===== src/rtl/tc_pkg.sv =====
package tc_pkg;

    localparam int BUS_W = 32;
    localparam int NEV   = 8;
    localparam int DIV_W = 10;

    typedef struct packed {
        logic [11:0] r31_20;
        logic [1:0]  ldb_sel;
        logic [1:0]  lda_sel;
        logic        r15;
        logic        rc_restart;
        logic [2:0]  r13_11;
        logic        trg_from_b;
        logic [1:0]  trg_edge;
        logic        off_on_b;
        logic        hold_on_b;
        logic [1:0]  gate_sel;
        logic        clk_inv;
        logic [2:0]  clk_src;
    } mode_t;

    typedef enum logic [3:0] {
        A_CMD   = 4'd0,
        A_MODE  = 4'd1,
        A_CNT   = 4'd2,
        A_CAPA  = 4'd3,
        A_CAPB  = 4'd4,
        A_CMPC  = 4'd5,
        A_STAT  = 4'd6,
        A_MSET  = 4'd7,
        A_MCLR  = 4'd8,
        A_MASK  = 4'd9
    } addr_e;

    localparam int EV_WRAP = 0;
    localparam int EV_OVRN = 1;
    localparam int EV_CMPA = 2;
    localparam int EV_CMPB = 3;
    localparam int EV_CMPC = 4;
    localparam int EV_LDA  = 5;
    localparam int EV_LDB  = 6;
    localparam int EV_TRG  = 7;

    // Divider bit whose level forms the selected internal source.
    function automatic logic [3:0] tap_bit(input logic [2:0] sel);
        case (sel)
            3'd0:    return 4'd0;
            3'd1:    return 4'd2;
            3'd2:    return 4'd4;
            3'd3:    return 4'd6;
            default: return 4'd9;
        endcase
    endfunction

    // Edge selector: bit 0 rising, bit 1 falling.
    function automatic logic edge_hit(input logic [1:0] how,
                                      input logic rise, input logic fall);
        return (how[0] & rise) | (how[1] & fall);
    endfunction

endpackage


===== src/rtl/tc_sync.sv =====
module tc_sync #(
    parameter int STAGES = 2
) (
    input  logic clk,
    input  logic rst,
    input  logic din,
    output logic dout
);
    logic [STAGES-1:0] chain;

    always_ff @(posedge clk) begin
        if (rst) chain <= '0;
        else     chain <= {chain[STAGES-2:0], din};
    end

    assign dout = chain[STAGES-1];
endmodule


===== src/rtl/tc_clk_sel.sv =====
module tc_clk_sel
    import tc_pkg::*;
(
    input  logic       clk,
    input  logic       rst,
    input  logic [2:0] clk_src,
    input  logic       clk_inv,
    input  logic [1:0] gate_sel,
    input  logic [2:0] xc_lvl,
    output logic       tick
);
    logic [DIV_W-1:0] div_cnt;
    logic             src_lvl, gate_lvl, lvl, lvl_q;

    always_ff @(posedge clk) begin
        if (rst) begin
            div_cnt <= '0;
            lvl_q   <= 1'b0;
        end else begin
            div_cnt <= div_cnt + 1'b1;
            lvl_q   <= lvl;
        end
    end

    always_comb begin
        case (clk_src)
            3'd5:    src_lvl = xc_lvl[0];
            3'd6:    src_lvl = xc_lvl[1];
            3'd7:    src_lvl = xc_lvl[2];
            default: src_lvl = div_cnt[tap_bit(clk_src)];
        endcase
        case (gate_sel)
            2'd1:    gate_lvl = xc_lvl[0];
            2'd2:    gate_lvl = xc_lvl[1];
            2'd3:    gate_lvl = xc_lvl[2];
            default: gate_lvl = 1'b1;
        endcase
    end

    assign lvl  = src_lvl & gate_lvl;
    assign tick = clk_inv ? (~lvl & lvl_q) : (lvl & ~lvl_q);


    tick_spacing_chk: assert property (@(posedge clk) disable iff (rst)
        tick |=> (!tick || (clk_inv != $past(clk_inv))));
endmodule


===== src/rtl/tc_core.sv =====
module tc_core
    import tc_pkg::*;
#(
    parameter int CNT_W = 16
) (
    input  logic             clk,
    input  logic             rst,
    input  logic             tick,
    input  logic             hold_on_b,
    input  logic             off_on_b,
    input  logic [1:0]       trg_edge,
    input  logic             trg_from_b,
    input  logic             rc_restart,
    input  logic [1:0]       lda_sel,
    input  logic [1:0]       ldb_sel,
    input  logic [CNT_W-1:0] rc,
    input  logic             cmd_on,
    input  logic             cmd_off,
    input  logic             cmd_kick,
    input  logic             tioa_lvl,
    input  logic             tiob_lvl,
    input  logic             lda_pend,
    input  logic             ldb_pend,
    output logic [CNT_W-1:0] cnt,
    output logic [CNT_W-1:0] cap_a,
    output logic [CNT_W-1:0] cap_b,
    output logic [NEV-1:0]   evt
);
    logic en, sta, tioa_q, tiob_q;
    logic a_rise, a_fall, b_rise, b_fall;
    logic ext_trg, trig, step, hit_a, hit_b, hit_c, restart, wrap, lda, ldb;

    assign a_rise  = tioa_lvl & ~tioa_q;
    assign a_fall  = ~tioa_lvl & tioa_q;
    assign b_rise  = tiob_lvl & ~tiob_q;
    assign b_fall  = ~tiob_lvl & tiob_q;
    assign ext_trg = trg_from_b ? edge_hit(trg_edge, b_rise, b_fall)
                                : edge_hit(trg_edge, a_rise, a_fall);
    assign trig    = cmd_kick | ext_trg;
    assign step    = tick & en & sta;
    assign hit_a   = step & (cnt == cap_a);
    assign hit_b   = step & (cnt == cap_b);
    assign hit_c   = step & (cnt == rc);
    assign restart = hit_c & rc_restart;
    assign wrap    = step & ~restart & (&cnt);
    assign lda     = edge_hit(lda_sel, a_rise, a_fall);
    assign ldb     = edge_hit(ldb_sel, a_rise, a_fall);

    always_ff @(posedge clk) begin
        if (rst) begin
            cnt    <= '0;
            cap_a  <= '0;
            cap_b  <= '0;
            en     <= 1'b0;
            sta    <= 1'b0;
            tioa_q <= 1'b0;
            tiob_q <= 1'b0;
        end else begin
            tioa_q <= tioa_lvl;
            tiob_q <= tiob_lvl;
            if (trig || restart) cnt <= '0;
            else if (step)       cnt <= cnt + 1'b1;
            if (lda) cap_a <= cnt;
            if (ldb) cap_b <= cnt;
            if (cmd_off || (ldb && off_on_b)) en <= 1'b0;
            else if (cmd_on)                  en <= 1'b1;
            if (trig)                   sta <= 1'b1;
            else if (ldb && hold_on_b)  sta <= 1'b0;
        end
    end

    always_comb begin
        evt          = '0;
        evt[EV_WRAP] = wrap;
        evt[EV_OVRN] = (lda & lda_pend) | (ldb & ldb_pend);
        evt[EV_CMPA] = hit_a;
        evt[EV_CMPB] = hit_b;
        evt[EV_CMPC] = hit_c;
        evt[EV_LDA]  = lda;
        evt[EV_LDB]  = ldb;
        evt[EV_TRG]  = ext_trg;
    end


    cnt_hold_chk: assert property (@(posedge clk) disable iff (rst)
        (!trig && !step) |=> $stable(cnt));

    rc_restart_chk: assert property (@(posedge clk) disable iff (rst)
        (step && rc_restart && (cnt == rc) && !trig) |=> (cnt == '0));

    hold_on_b_chk: assert property (@(posedge clk) disable iff (rst)
        (ldb && hold_on_b && !trig) |=> !sta);

    trig_clear_chk: assert property (@(posedge clk) disable iff (rst)
        trig |=> (cnt == '0));
endmodule


===== src/rtl/tc_capture_channel.sv =====
module tc_capture_channel
    import tc_pkg::*;
#(
    parameter int CNT_W = 16
) (
    input  logic             clk,
    input  logic             rst,
    input  logic             bus_wr,
    input  logic             bus_rd,
    input  logic [3:0]       bus_addr,
    input  logic [BUS_W-1:0] bus_wdata,
    output logic [BUS_W-1:0] bus_rdata,
    input  logic             tioa,
    input  logic             tiob,
    input  logic [2:0]       xc,
    output logic             irq
);
    localparam int NSYNC = 5;

    logic [NSYNC-1:0] raw_in, lvl;
    mode_t            mode_q;
    logic [CNT_W-1:0] rc_q, cnt, cap_a, cap_b;
    logic [NEV-1:0]   stat_q, mask_q, evt;
    logic             tick, rd_stat, wr_cmd, wr_mset, wr_mclr;

    assign raw_in = {tiob, tioa, xc};

    for (genvar i = 0; i < NSYNC; i++) begin : g_sync
        tc_sync #(.STAGES(2)) i_sync (
            .clk(clk), .rst(rst), .din(raw_in[i]), .dout(lvl[i])
        );
    end

    tc_clk_sel i_clk_sel (
        .clk(clk), .rst(rst),
        .clk_src(mode_q.clk_src), .clk_inv(mode_q.clk_inv),
        .gate_sel(mode_q.gate_sel), .xc_lvl(lvl[2:0]), .tick(tick)
    );

    assign wr_cmd  = bus_wr && (bus_addr == A_CMD);
    assign wr_mset = bus_wr && (bus_addr == A_MSET);
    assign wr_mclr = bus_wr && (bus_addr == A_MCLR);
    assign rd_stat = bus_rd && (bus_addr == A_STAT);

    tc_core #(.CNT_W(CNT_W)) i_core (
        .clk(clk), .rst(rst), .tick(tick),
        .hold_on_b(mode_q.hold_on_b), .off_on_b(mode_q.off_on_b),
        .trg_edge(mode_q.trg_edge), .trg_from_b(mode_q.trg_from_b),
        .rc_restart(mode_q.rc_restart),
        .lda_sel(mode_q.lda_sel), .ldb_sel(mode_q.ldb_sel), .rc(rc_q),
        .cmd_on(wr_cmd & bus_wdata[0]), .cmd_off(wr_cmd & bus_wdata[1]),
        .cmd_kick(wr_cmd & bus_wdata[2]),
        .tioa_lvl(lvl[3]), .tiob_lvl(lvl[4]),
        .lda_pend(stat_q[EV_LDA] & ~rd_stat),
        .ldb_pend(stat_q[EV_LDB] & ~rd_stat),
        .cnt(cnt), .cap_a(cap_a), .cap_b(cap_b), .evt(evt)
    );

    always_ff @(posedge clk) begin
        if (rst) begin
            mode_q <= '0;
            rc_q   <= '0;
            stat_q <= '0;
            mask_q <= '0;
        end else begin
            if (bus_wr && (bus_addr == A_MODE)) mode_q <= mode_t'(bus_wdata);
            if (bus_wr && (bus_addr == A_CMPC)) rc_q   <= bus_wdata[CNT_W-1:0];
            if (wr_mset) mask_q <= mask_q | bus_wdata[NEV-1:0];
            if (wr_mclr) mask_q <= mask_q & ~bus_wdata[NEV-1:0];
            stat_q <= (rd_stat ? '0 : stat_q) | evt;
        end
    end

    always_comb begin
        bus_rdata = '0;
        case (bus_addr)
            A_MODE:  bus_rdata = mode_q;
            A_CNT:   bus_rdata = {{(BUS_W-CNT_W){1'b0}}, cnt};
            A_CAPA:  bus_rdata = {{(BUS_W-CNT_W){1'b0}}, cap_a};
            A_CAPB:  bus_rdata = {{(BUS_W-CNT_W){1'b0}}, cap_b};
            A_CMPC:  bus_rdata = {{(BUS_W-CNT_W){1'b0}}, rc_q};
            A_STAT:  bus_rdata = {{(BUS_W-NEV){1'b0}}, stat_q};
            A_MASK:  bus_rdata = {{(BUS_W-NEV){1'b0}}, mask_q};
            default: bus_rdata = '0;
        endcase
    end

    assign irq = |(stat_q & mask_q);


    stat_clear_chk: assert property (@(posedge clk) disable iff (rst)
        (rd_stat && (evt == '0)) |=> (stat_q == '0));

    mask_off_chk: assert property (@(posedge clk) disable iff (rst)
        (wr_mclr && (&bus_wdata[NEV-1:0])) |=> !irq);
endmodule


===== config.mk =====
export PLATFORM = sky130hd
export DESIGN_NAME = tc_capture_channel
export DESIGN_NICKNAME = d
export VERILOG_FILES = /design/src/rtl/tc_pkg.sv /design/src/rtl/tc_sync.sv /design/src/rtl/tc_clk_sel.sv /design/src/rtl/tc_core.sv /design/src/rtl/tc_capture_channel.sv
export SDC_FILE = /design/constraint.sdc
export NUM_CORES = 1
export LEC_CHECK = 0
export ABC_AREA = 1
export BUFFER_PORTS_ARGS = -buffer_cell sky130_fd_sc_hd__buf_4
export CAP_MARGIN = 20
export CORE_UTILIZATION = 55
export DETAILED_ROUTE_END_ITERATION = 6
export PLACE_DENSITY = 0.73
export SETUP_SLACK_MARGIN = 0.4
export SLEW_MARGIN = 10
export SYNTH_ARGS = -nofsm -noshare
export SYNTH_HDL_FRONTEND = slang
export SYNTH_SLANG_ARGS = --single-unit

===== constraint.sdc =====
create_clock -name clk -period 2 [get_ports clk]
set_input_delay 0.1 -clock clk [delete_from_list [all_inputs] [get_ports clk]]
set_output_delay 0.1 -clock clk [all_outputs]
set_load 0.05 [all_outputs]

==> summary.md, run 1 <==
| Metric | Value |
|---|---|
| Peak supply drop | `around 620 uV` |
| Nets | `between 1000 and 1500` |
| Post-DP HPWL | `approximately 14 mm` |
| Area Overhead vs Synth | `39.6%` |
| Crit path largest cell delay | `between 0.3 and 0.4 ns` |
| DR WL/cell | `18.5 um` |
| CTS max path bufs | `2` |
| Leak Pwr | `around 3.9 nW` |
| Worst path bufs/invs | `1` |
| Ys Warns | `0` |
| Final Hold Viols | `0` |
| Final TNS setup | `0 ns` |
| Initial antenna violation count | `0` |
| Top Ports | `78` |
| GP Congestion | `just under 1` |
| Cts bufs inserted | `17` |
| Final Power | `between 0.006 and 0.007 W` |
| Iteration-0 DRC count of the detailed router | `slightly below 1000` |
| Post-Synth XOR/XNOR Area | `5.46%` |
| Crit path max-delay family | `simple AND/OR/NAND/NOR gates` |
| Status | `finished, final reports clean` |
| Max Cap Violations | `0` |
| Adder-Cell Fraction of Synth Area | `less than 1%` |
| Commonest non-fill, non-tap cells in the layout | `buf_4, dfxtp_1, nor2_1` |
| RSZ-0062 raised after global routing | `yes` |
| CP Launch Type | `register` |
| Slew margin rel. | `49.6%` |
| CTS H-tree lvls | `4` |
| Share of cells above drive strength 1 | `a little under a third` |
| CP arrival | `between 2 and 2.5 ns` |
| DR pass1 iterations | `6` |
| Crit Path Max Fanout | `8` |
| First-pass GRT wire length | `34.9 mm` |
| Post-synthesis mux area share | `0%` |
| Cell Area, Synth | `around 0.0067 mm2` |
| Worst Tran Pin Value | `around 0.75 ns` |
| Critical Path End Type | `register` |
| # clock sinks | `~140` |
| Largest net degree at the start of global routing | `51` |
| Core Box Area | `between 0.01 and 0.015 mm2` |
| Syn nets | `about 1000` |
| Die width | `113 um` |
| Die ar. | `~0.013 mm2` |
| Largest family of logic cells by synthesized area | `compound AO/OA/AOI/OAI gates` |
| Tot GR Track Use | `between 30% and 40%` |
| Die Span Y | `~110 um` |
| Worst path required time | `approximately 2.3 ns` |
| Tcrit/Tclk final | `86.2%` |
| WS Path Type | `register to register` |
| Number of global-route vias before repair | `about 6600` |
| CTS tree | `done` |
| Reg clk slew, reported paths | `~0.06 ns` |
| Distinct cells, synth | `42` |
| DR vias/cell | `a little under 6` |
| Tightest Hold Check Type | `primary input to register` |
| Initial core utilization | `56.3%` |
| Clock latency on the worst-skew pair | `roughly 0.43 ns` |
| Sequential share of the synthesized area | `about two fifths` |
| Most used cell along the critical path | `nand2_4` |
| Most common cell after layout, fill and taps aside | `buf_4` |
| Root Driver | `clkbuf_16` |
| Min Clock Period, post-route | `between 1.5 and 2 ns` |
| Flip-flop and latch count after synthesis | `around 140` |
| Cell area power density | `a little under 700 mW/mm2` |
| I/O Buffers | `slightly below 80` |
| Worst-path cell chain | `inv_4 > nand2_1 > nand3_1 > nand3_2 > nand2_4 > nand2_4 > nand2_4 > nand3_4 > nor2_4 > nand2_4 > nand2_8 > nor2_1` |
| Compound-Gate Fraction of Synth Area | `21.3%` |
| Placement Rows | `40` |
| Final Skew | `0.00775 ns` |
| DR vias | `~7400` |
| Diodes inserted | `0` |
| Routed WL | `approximately 23 mm` |
| Avg Inst Size Synth | `between 7 and 8 um2` |
| Worst path slowest cell | `dfxtp_4` |
| Simple-gate area share of the yosys netlist | `slightly above 20%` |
| Setup-failing EPs final | `0` |
| Routed Antenna Nets | `0` |
| Grt ovf | `0` |
| Mapped Cells | `roughly 940` |
| Fmax | `slightly below 600 MHz` |
| DR DRC count | `0` |
| Max-slew violations | `0` |
-- final cells by class --
type | count | area, um2
repair buffers | 190 | 1690
inverters | 139 | 552
fillers | 812 | 2560
flip-flops and latches | 137 | 2800
well taps | 147 | 184
multi-input cells | 615 | 3600
clock buffers | 19 | 453
clock inverters | 13 | 120
-- cells in the mapped netlist, drive strengths merged --
cell	count	area share (%)
clkinv	1	0.056
nand4	6	0.56
o31ai	2	0.22
a21boi	1	0.11
and3	1	0.093
buf	23	2.3
inv	138	7.7
a31oi	1	0.093
dfxtp	137	41
nor4	1	0.093
clkbuf	28	1.6
a21oi	85	6.3
xnor2	4	0.52
nand2	111	6.6
nor2	136	8.3
o211ai	1	0.11
o21ai	112	8.3
ha	2	0.37
nand3	37	3.2
xor2	38	4.9
a211oi	10	1.1
a2111o	1	0.17
or2	1	0.093
a221oi	13	1.7
o2111ai	5	0.65
o22ai	21	2.0
o221ai	4	0.52
nor3	21	1.6
-- per-stage QoR --
stage               util, %  area, um2  setup WS, ns  hold slack (ns)  instances
finish                 78.6       9400         0.276           0.0641       1260
global route           78.6       9400         0.219           0.0590       1260
CTS                    74.8       8950         0.289           0.0436       1244
detailed placement     63.2       7560         0.196            0.308       1153
global placement       63.2       7560         0.220            0.300       1153
floorplan                 -       6750         0.242            0.196        941
-- report_power, final --
group / switching (W) / internal [W]
Combinational: 0.000269 / 0.000206
Sequential: 0.0000374 / 0.00276
Clock: 0.00126 / 0.00178
Total: 0.00157 / 0.00475
-- routing by layer --
metal | share of wire (%) | GRT usage, %
met5 | 0 | 0
met4 | 4.7 | 12.9
met3 | 10 | 8.26
met2 | 45 | 57.5
met1 | 40 | 47.1
-- final timing paths --
kind | start | slack [ns] | cells past startpoint | to
setup / recovery | mode_q[1]$_SDFFE_PP0P_ | 0.28 | 12 | i_core.cnt[11]$_SDFFE_PP0P_
hold / removal | rst | 0.06 | 2 | g_sync[2].i_sync.chain[1]$_SDFF_PP0_
setup reg to reg | mode_q[1]$_SDFFE_PP0P_ | 0.28 | 12 | i_core.cnt[11]$_SDFFE_PP0P_
hold reg to reg | g_sync[2].i_sync.chain[0]$_SDFF_PP0_ | 0.40 | 2 | g_sync[2].i_sync.chain[1]$_SDFF_PP0_
-- sequential cells by signal, indices dropped and copies added, names as in the netlist, named ones only --
| signal | cells |
|---|---|
| i_clk_sel.lvl_q | 1 |
| i_core.en | 1 |
| i_core.tioa_q | 1 |
| i_core.cap_b | 16 |
| i_core.cnt | 16 |
| g_sync.i_sync.chain | 10 |
| i_core.cap_a | 16 |
| stat_q | 8 |
| i_core.tiob_q | 1 |
| rc_q | 16 |
| mode_q | 32 |
| i_clk_sel.div_cnt | 10 |
| i_core.sta | 1 |
-- worst reg2reg max path: cells and delay by family (launching register included) --
family,cells,cell delay [ns]
buf+inv,1,0.08
flops,1,0.37
simple gates,11,1.17
-- logic make-up after synthesis --
group	Yosys count
simple gates	314
compound gates	256
buf+inv	190
flops	137
xor+xnor	42
fa+ha+maj	2
-- timing repair --
item,CTS,global route
gates cloned,2,1
buffers inserted,20,15
pin swaps,16,24
setup endpoints to repair,35,38
hold buffers,37,0
gates resized for setup,80,102
hold endpoints to repair,53,0
No activity file was read; power rests on OpenSTA's default activity.
==> run 2: changes to the inputs <==
CORE_UTILIZATION = 53   (was 55)
clock period = 1.5 ns   (was 2 ns; I/O delays follow)
==> run 2 against run 1 <==
The flow now stops in 5_1_grt. Synthesized cell count unchanged. Synthesized area unchanged.
==> summary.md, run 2 <==
| Metric | Value |
|---|---|
| Post-DP HPWL | `15.1 mm` |
| GRT worst endpoint | `i_core.cnt[11]$_SDFFE_PP0P_/D` |
| Cell Area, Synth | `slightly below 0.007 mm2` |
| CTS H-tree lvls | `4` |
| Status | `stopped before the end` |
| Die Span Y | `around 110 um` |
| Placement Rows | `40` |
| CTS max path bufs | `2` |
| Largest net degree at the start of global routing | `59` |
| Error Message | `[ERROR DPL-0038] Utilization greater than 100%, impossible to legalize` |
| Flip-flop and latch count after synthesis | `around 140` |
| Post-Synth XOR/XNOR Area | `5.46%` |
| Top Ports | `about 80` |
| Avg Inst Size Synth | `approximately 7.2 um2` |
| Syn nets | `roughly 990` |
| Ys Warns | `0` |
| Adder-Cell Fraction of Synth Area | `less than 1%` |
| Distinct cells, synth | `42` |
| Area contributors post-synth | `dfxtp_1, inv_1, o21ai_0` |
| EDFF count, synth | `0` |
| Initial core utilization | `a little under three fifths` |
| # clock sinks | `roughly 140` |
| Compound-Gate Fraction of Synth Area | `a little over a fifth` |
| Area leader, netlist | `dfxtp_1` |
| Die width | `115 um` |
| Root Driver | `clkbuf_16` |
| Async SR Flop Fraction | `0%` |
| Mapped Cells | `about 940` |
| Main synth FF type | `dfxtp_1` |
| Largest family of logic cells by synthesized area | `compound AO/OA/AOI/OAI gates` |
| Worst ep type | `register data pin` |
| Failed at | `5_1_grt` |
| Sequential share of the synthesized area | `between 40% and 50%` |
| Post-synth top cells | `dfxtp_1, inv_1, nor2_1` |
| Synth top area share | `approximately two fifths` |
| Most numerous cell in the Yosys netlist | `dfxtp_1` |
| I/O Buffers | `77` |
| Simple-gate area share of the yosys netlist | `20.5%` |
| Post-synthesis mux area share | `0%` |
| Cts bufs inserted | `17` |
| GP Congestion | `around 0.94` |
-- run 2: cell counts after synthesis --
Identical to the previous run, type by type.
-- run 2: kinds of logic after synthesis --
family	after synthesis
compound gates	256
xor+xnor	42
fa+ha+maj	2
buf+inv	190
flops	137
simple gates	314
-- run 2: metrics by stage --
stage          utilization (%)  std cells  setup slack, ns  cell area, um2  hold WS [ns]
2_1_floorplan                -        941           0.0406            7250         0.171
4_1_cts                   90.7       1373           -0.245           11100        0.0502
3_3_place_gp              70.7       1254           -0.237            8630         0.273
3_5_place_dp              70.7       1254           -0.232            8630         0.281
-- run 2: what timing repair did --
| action | 4_1_cts |
|---|---|
| hold buffers | 39 |
| pin swaps | 80 |
| setup buffers | 40 |
| gates cloned | 8 |
| resized for setup | 313 |
| setup endpoints to repair | 116 |
| endpoints found under the hold margin | 62 |
==> run 3: changes to the inputs <==
CORE_UTILIZATION = 40   (was 53)
PLACE_DENSITY = unset   (was 0.73)
PLACE_DENSITY_LB_ADDON = 0.15   (was unset)
SETUP_SLACK_MARGIN = unset   (was 0.4)
clock period = 2 ns   (was 1.5 ns; I/O delays follow)
==> run 3 against run 2 <==
The flow now finishes without violations.
==> summary.md, run 3 (synthesis gave the netlist of run 1 again) <==
| Metric | Value |
|---|---|
| Die ar. | `0.0174 mm2` |
| Crit. Startpoint | `i_core.cnt[8]$_SDFFE_PP0P_` |
| CTS tree | `done` |
| Hold path start | `rst` |
| Root Driver | `clkbuf_16` |
| # clock sinks | `137` |
| CTS H-tree lvls | `4` |
| Die width | `~130 um` |
| Nets | `approximately 1100` |
| Most common cell after layout, fill and taps aside | `dfxtp_1` |
| Initial core utilization | `~40%` |
| First-pass GRT wire length | `32.1 mm` |
| Commonest non-fill, non-tap cells in the layout | `dfxtp_1, inv_1, nor2_1` |
| Status | `finished, final reports clean` |
| Worst Tran Pin Value | `around 0.75 ns` |
| Post-CTS setup buffer count | `0` |
| Area Overhead vs Synth | `27.0%` |
| Max FFs per register | `32` |
| Clock latency on the worst-skew pair | `around 0.43 ns` |
| Cts bufs inserted | `17` |
| Iteration-0 DRC count of the detailed router | `~500` |
| Filler cells | `between 1500 and 2000` |
| Routed WL | `roughly 20 mm` |
| Max-slew violations | `0` |
| CP arrival | `1.79 ns` |
| Post-DP HPWL | `14.6 mm` |
| Die Span Y | `around 130 um` |
| Final Power | `between 0.006 and 0.007 W` |
| Worst path required time | `1.90 ns` |
| Final TNS setup | `0 ns` |
| Peak supply drop | `approximately 670 uV` |
| DR WL/cell | `roughly 16 um` |
| GP Congestion | `around 0.9` |
| Tcrit/Tclk final | `94.4%` |
| Final Hold Viols | `0` |
| Setup-failing EPs final | `0` |
| CP Launch Type | `register` |
| Cell area power density | `about 730 mW/mm2` |
| Leak Pwr | `about 3.5 nW` |
| Crit Path Max Fanout | `5` |
| Share of cells above drive strength 1 | `between 10% and 20%` |
| RR Startpoint | `i_core.cnt[4]$_SDFFE_PP0P_` |
| I/O Buffers | `77` |
| Max Cap Violations | `0` |
| Largest reg by FF count | `mode_q` |
| CTS max path bufs | `2` |
| DR vias | `~6500` |
| Tot GR Track Use | `23.9%` |
| DR vias/cell | `around 5.0` |
| Largest net degree at the start of global routing | `about 50` |
| Routed Antenna Nets | `0` |
| Initial antenna violation count | `0` |
| Slew margin rel. | `about half` |
| RSZ-0062 raised after global routing | `no` |
| Reg clk slew, reported paths | `around 0.060 ns` |
| DR DRC count | `0` |
| Min Clock Period, post-route | `~1.9 ns` |
| Tightest Hold Check Type | `primary input to register` |
| Top Ports | `78` |
| Grt ovf | `0` |
| Core Box Area | `about 0.017 mm2` |
| DR pass1 iterations | `5` |
| WS Path Type | `register to primary output` |
| Final Skew | `~0.0077 ns` |
| Number of global-route vias before repair | `approximately 6000` |
| Finished Layout Cells | `between 1000 and 1500` |
| Critical Path End Type | `primary output` |
| Fmax | `approximately 530 MHz` |
| Placement Rows | `between 40 and 50` |
| Diodes inserted | `0` |
| Number of placed cells counting well taps | `roughly 1200` |
[run 3: power breakdown]
part	leakage (nW)	switching [W]	internal [W]	total, W
Combinational	2.11	0.000228	0.000181	0.000409
Clock	0.278	0.00127	0.00179	0.00306
Sequential	1.11	0.0000317	0.00278	0.00281
[run 3: area by class of cell]
| class | instances | area, um2 | share of cell area, % |
|---|---|---|---|
| Multi-Input combinational cell | 614 | 3210 | 37.6 |
| Tap cell | 220 | 275 | 3.22 |
| Timing Repair Buffer | 147 | 1220 | 14.3 |
| Inverter | 139 | 522 | 6.10 |
| Sequential cell | 137 | 2740 | 32.1 |
| Clock inverter | 12 | 116 | 1.36 |
| Clock buffer | 20 | 457 | 5.34 |
[run 3: stage by stage]
stage	util [%]	hold WS [ns]	area, um2	setup WS (ns)
finish	51.7	0.0305	8550	0.113
global route	51.7	0.0422	8550	0.0173
CTS	51.7	0.0159	8540	0.104
detailed placement	46.0	0.307	7600	0.206
global placement	46.0	0.299	7600	0.194
floorplan	-	0.196	6730	0.242
[run 3: per-layer routing]
layer / up-vias / track usage [%] / routed length (um)
met5: - / 0 / 0
met4: 0 / 10.1 / 476
met3: 29 / 3.58 / 1000
met2: 187 / 37.7 / 9200
met1: 2952 / 32.5 / 9350
li1: 3318 / - / -
[run 3: critical path: stages, from the launching register on]
cell,delay (ns)
dfxtp_1,0.35
buf_4,0.17
inv_1,0.17
nor2_1,0.08
a221oi_1,0.22
nand3_1,0.15
buf_4,0.22
[run 3: final timing paths]
check | depth (start not counted) | endpoint | slack [ns]
max reg2reg | 8 | i_core.cnt[12]$_SDFFE_PP0P_ | 0.22
max | 6 | bus_rdata[8] | 0.11
min | 2 | i_clk_sel.lvl_q$_SDFF_PP0_ | 0.03
min reg2reg | 2 | g_sync[3].i_sync.chain[1]$_SDFF_PP0_ | 0.40
[run 3: what timing repair did]
| item | in CTS | in global routing |
|---|---|---|
| resized for setup | 0 | 2 |
| hold endpoints to repair | 59 | 0 |
| setup endpoints to repair | 0 | 13 |
| hold buffers | 37 | 0 |
==> run 4: changes to the inputs <==
BUFFER_PORTS_ARGS = unset   (was -buffer_cell sky130_fd_sc_hd__buf_4)
DONT_BUFFER_PORTS = 1   (was unset)
SKIP_CTS_REPAIR_TIMING = 1   (was unset)
==> run 4 against run 3 <==
The flow now finishes with violations (negative hold slack). Die area is the same. Global-route usage is 0.56 points lower. Core utilization decreased by 1.1 points. Non-clock buffer count decreased by 38. Clock power is 5% higher. Hold slack got worse by 0.038 ns. Register-to-register slack worse by 0.03 ns. Clock skew about the same. Maximum frequency is 1.2% lower. Flip-flop and latch count unchanged. Sequential share of layout area is 0.71 points higher.
==> summary.md, run 4 (synthesis gave the netlist of run 1 again) <==
| Metric | Value |
|---|---|
| Critical Path End Type | `primary output` |
| Fmax | `~520 MHz` |
| I/O Buffers | `0` |
| Cts bufs inserted | `17` |
| DR pass1 iterations | `5` |
| Diodes inserted | `0` |
| Most common cell after layout, fill and taps aside | `dfxtp_1` |
| DR DRC count | `0` |
| Slew margin rel. | `between 50% and 60%` |
| Placement Rows | `47` |
| DR WL/cell | `about 16 um` |
| Grt ovf | `0` |
| Routed WL | `a little over 20 mm` |
| CP arrival | `around 1.8 ns` |
| Crit path to | `bus_rdata[10]` |
| Nets | `1065` |
| Max Cap Violations | `0` |
| Crit Path Max Fanout | `6` |
| CTS tree | `done` |
| Tcrit/Tclk final | `roughly 95%` |
| WS Path Type | `register to primary output` |
| Setup-failing EPs final | `0` |
| Core Box Area | `0.0165 mm2` |
| Top Ports | `78` |
| CP Launch Type | `register` |
| Filler cells | `1633` |
| Reg2Reg Depth | `6` |
| Peak supply drop | `~580 uV` |
| Violated checks | `negative hold slack` |
| Clock latency on the worst-skew pair | `between 0.4 and 0.5 ns` |
| First-pass GRT wire length | `31.2 mm` |
| Reg clk slew, reported paths | `~0.060 ns` |
| Max-slew violations | `0` |
| Status | `finished with violations` |
| Worst path required time | `1.90 ns` |
| Final Skew | `between 0.007 and 0.008 ns` |
| Cell area power density | `~760 mW/mm2` |
| # clock sinks | `~140` |
| FF-to-FF End | `stat_q[3]$_SDFF_PP0_` |
| Commonest non-fill, non-tap cells in the layout | `dfxtp_1, inv_1, nor2_1` |
| Tot GR Track Use | `a little under a quarter` |
| Number of global-route vias before repair | `approximately 5700` |
| Area Overhead vs Synth | `24.3%` |
| RSZ-0062 raised after global routing | `no` |
| Routed Antenna Nets | `0` |
| DR vias/cell | `approximately 5.1` |
| Post-DP HPWL | `between 10 and 15 mm` |
| Min Clock Period, post-route | `1.91 ns` |
| Initial antenna violation count | `0` |
| R2R Setup Slk | `roughly 0.19 ns` |
| CTS H-tree lvls | `4` |
| DR vias | `~6400` |
| Worst Tran Pin Value | `~0.74 ns` |
| Tightest Hold Check Type | `primary input to register` |
| Max FFs per register | `32` |
| Crit. Startpoint | `i_core.cnt[10]$_SDFFE_PP0P_` |
| Leak Pwr | `approximately 3.3 nW` |
| Share of cells above drive strength 1 | `13.3%` |
| RR Startpoint | `i_core.cnt[7]$_SDFFE_PP0P_` |
| Die ar. | `about 0.017 mm2` |
| Largest reg by FF count | `mode_q` |
| Initial core utilization | `40.7%` |
| Largest net degree at the start of global routing | `between 50 and 60` |
| CTS max path bufs | `2` |
| Root Driver | `clkbuf_16` |
| Final Hold Viols | `2` |
| Final hold slack | `-0.00780 ns` |
| Die Span Y | `approximately 130 um` |
| GP Congestion | `0.876` |
| Final TNS setup | `0 ns` |
| Iteration-0 DRC count of the detailed router | `541` |
| Die width | `about 130 um` |
[run 4: critical path: stages, from the launching register on]
cell,delay [ns]
dfxtp_2,0.39
buf_4,0.19
clkinvlp_4,0.17
o22ai_1,0.20
a21oi_1,0.06
o221ai_1,0.11
buf_4,0.26
[run 4: how the worst min path moves through the flow]
stage | endpoint | startpoint | cells after the start
6_report | stat_q[6]$_SDFF_PP0_ | bus_rd | 3
5_1_grt | stat_q[5]$_SDFF_PP0_ | bus_rd | 3
4_1_cts | stat_q[7]$_SDFF_PP0_ | rst | 1
3_5_place_dp | i_clk_sel.div_cnt[0]$_SDFF_PP0_ | rst | 1
3_3_place_gp | i_clk_sel.div_cnt[0]$_SDFF_PP0_ | rst | 1
2_1_floorplan | register | bus_wdata[0] | 1
[run 4: cell type report]
class | count | area (um2) | area share (%)
multi-input cells | 614 | 3210 | 38.4
flip-flops and latches | 137 | 2740 | 32.8
inverters | 139 | 526 | 6.28
repair buffers | 109 | 1010 | 12.1
clock inverters | 12 | 141 | 1.69
clock buffers | 20 | 457 | 5.46
well taps | 220 | 275 | 3.29
[run 4: power by group]
group	total, W	internal, W	switching [W]
Sequential	0.00281	0.00278	0.0000324
Clock	0.00320	0.00191	0.00128
Combinational	0.000351	0.000138	0.000213
[run 4: metrics by stage]
step                util, %  worst slack [ns]  area (um2)  total power [W]  cells
floorplan                 -             0.242        6730          0.00306    941
global placement       44.3             0.154        7320          0.00313   1176
detailed placement     44.3             0.194        7320          0.00313   1176
CTS                    47.9            0.0441        7920          0.00631   1208
global route           50.6            0.0123        8370          0.00656   1251
finish                 50.6            0.0907        8370          0.00636   1251
[run 4: per-layer routing]
layer	routed length, um	track usage [%]
met1	9370	31.7
met2	9150	35.2
met3	1190	5.46
met4	545	10.0
met5	0	0
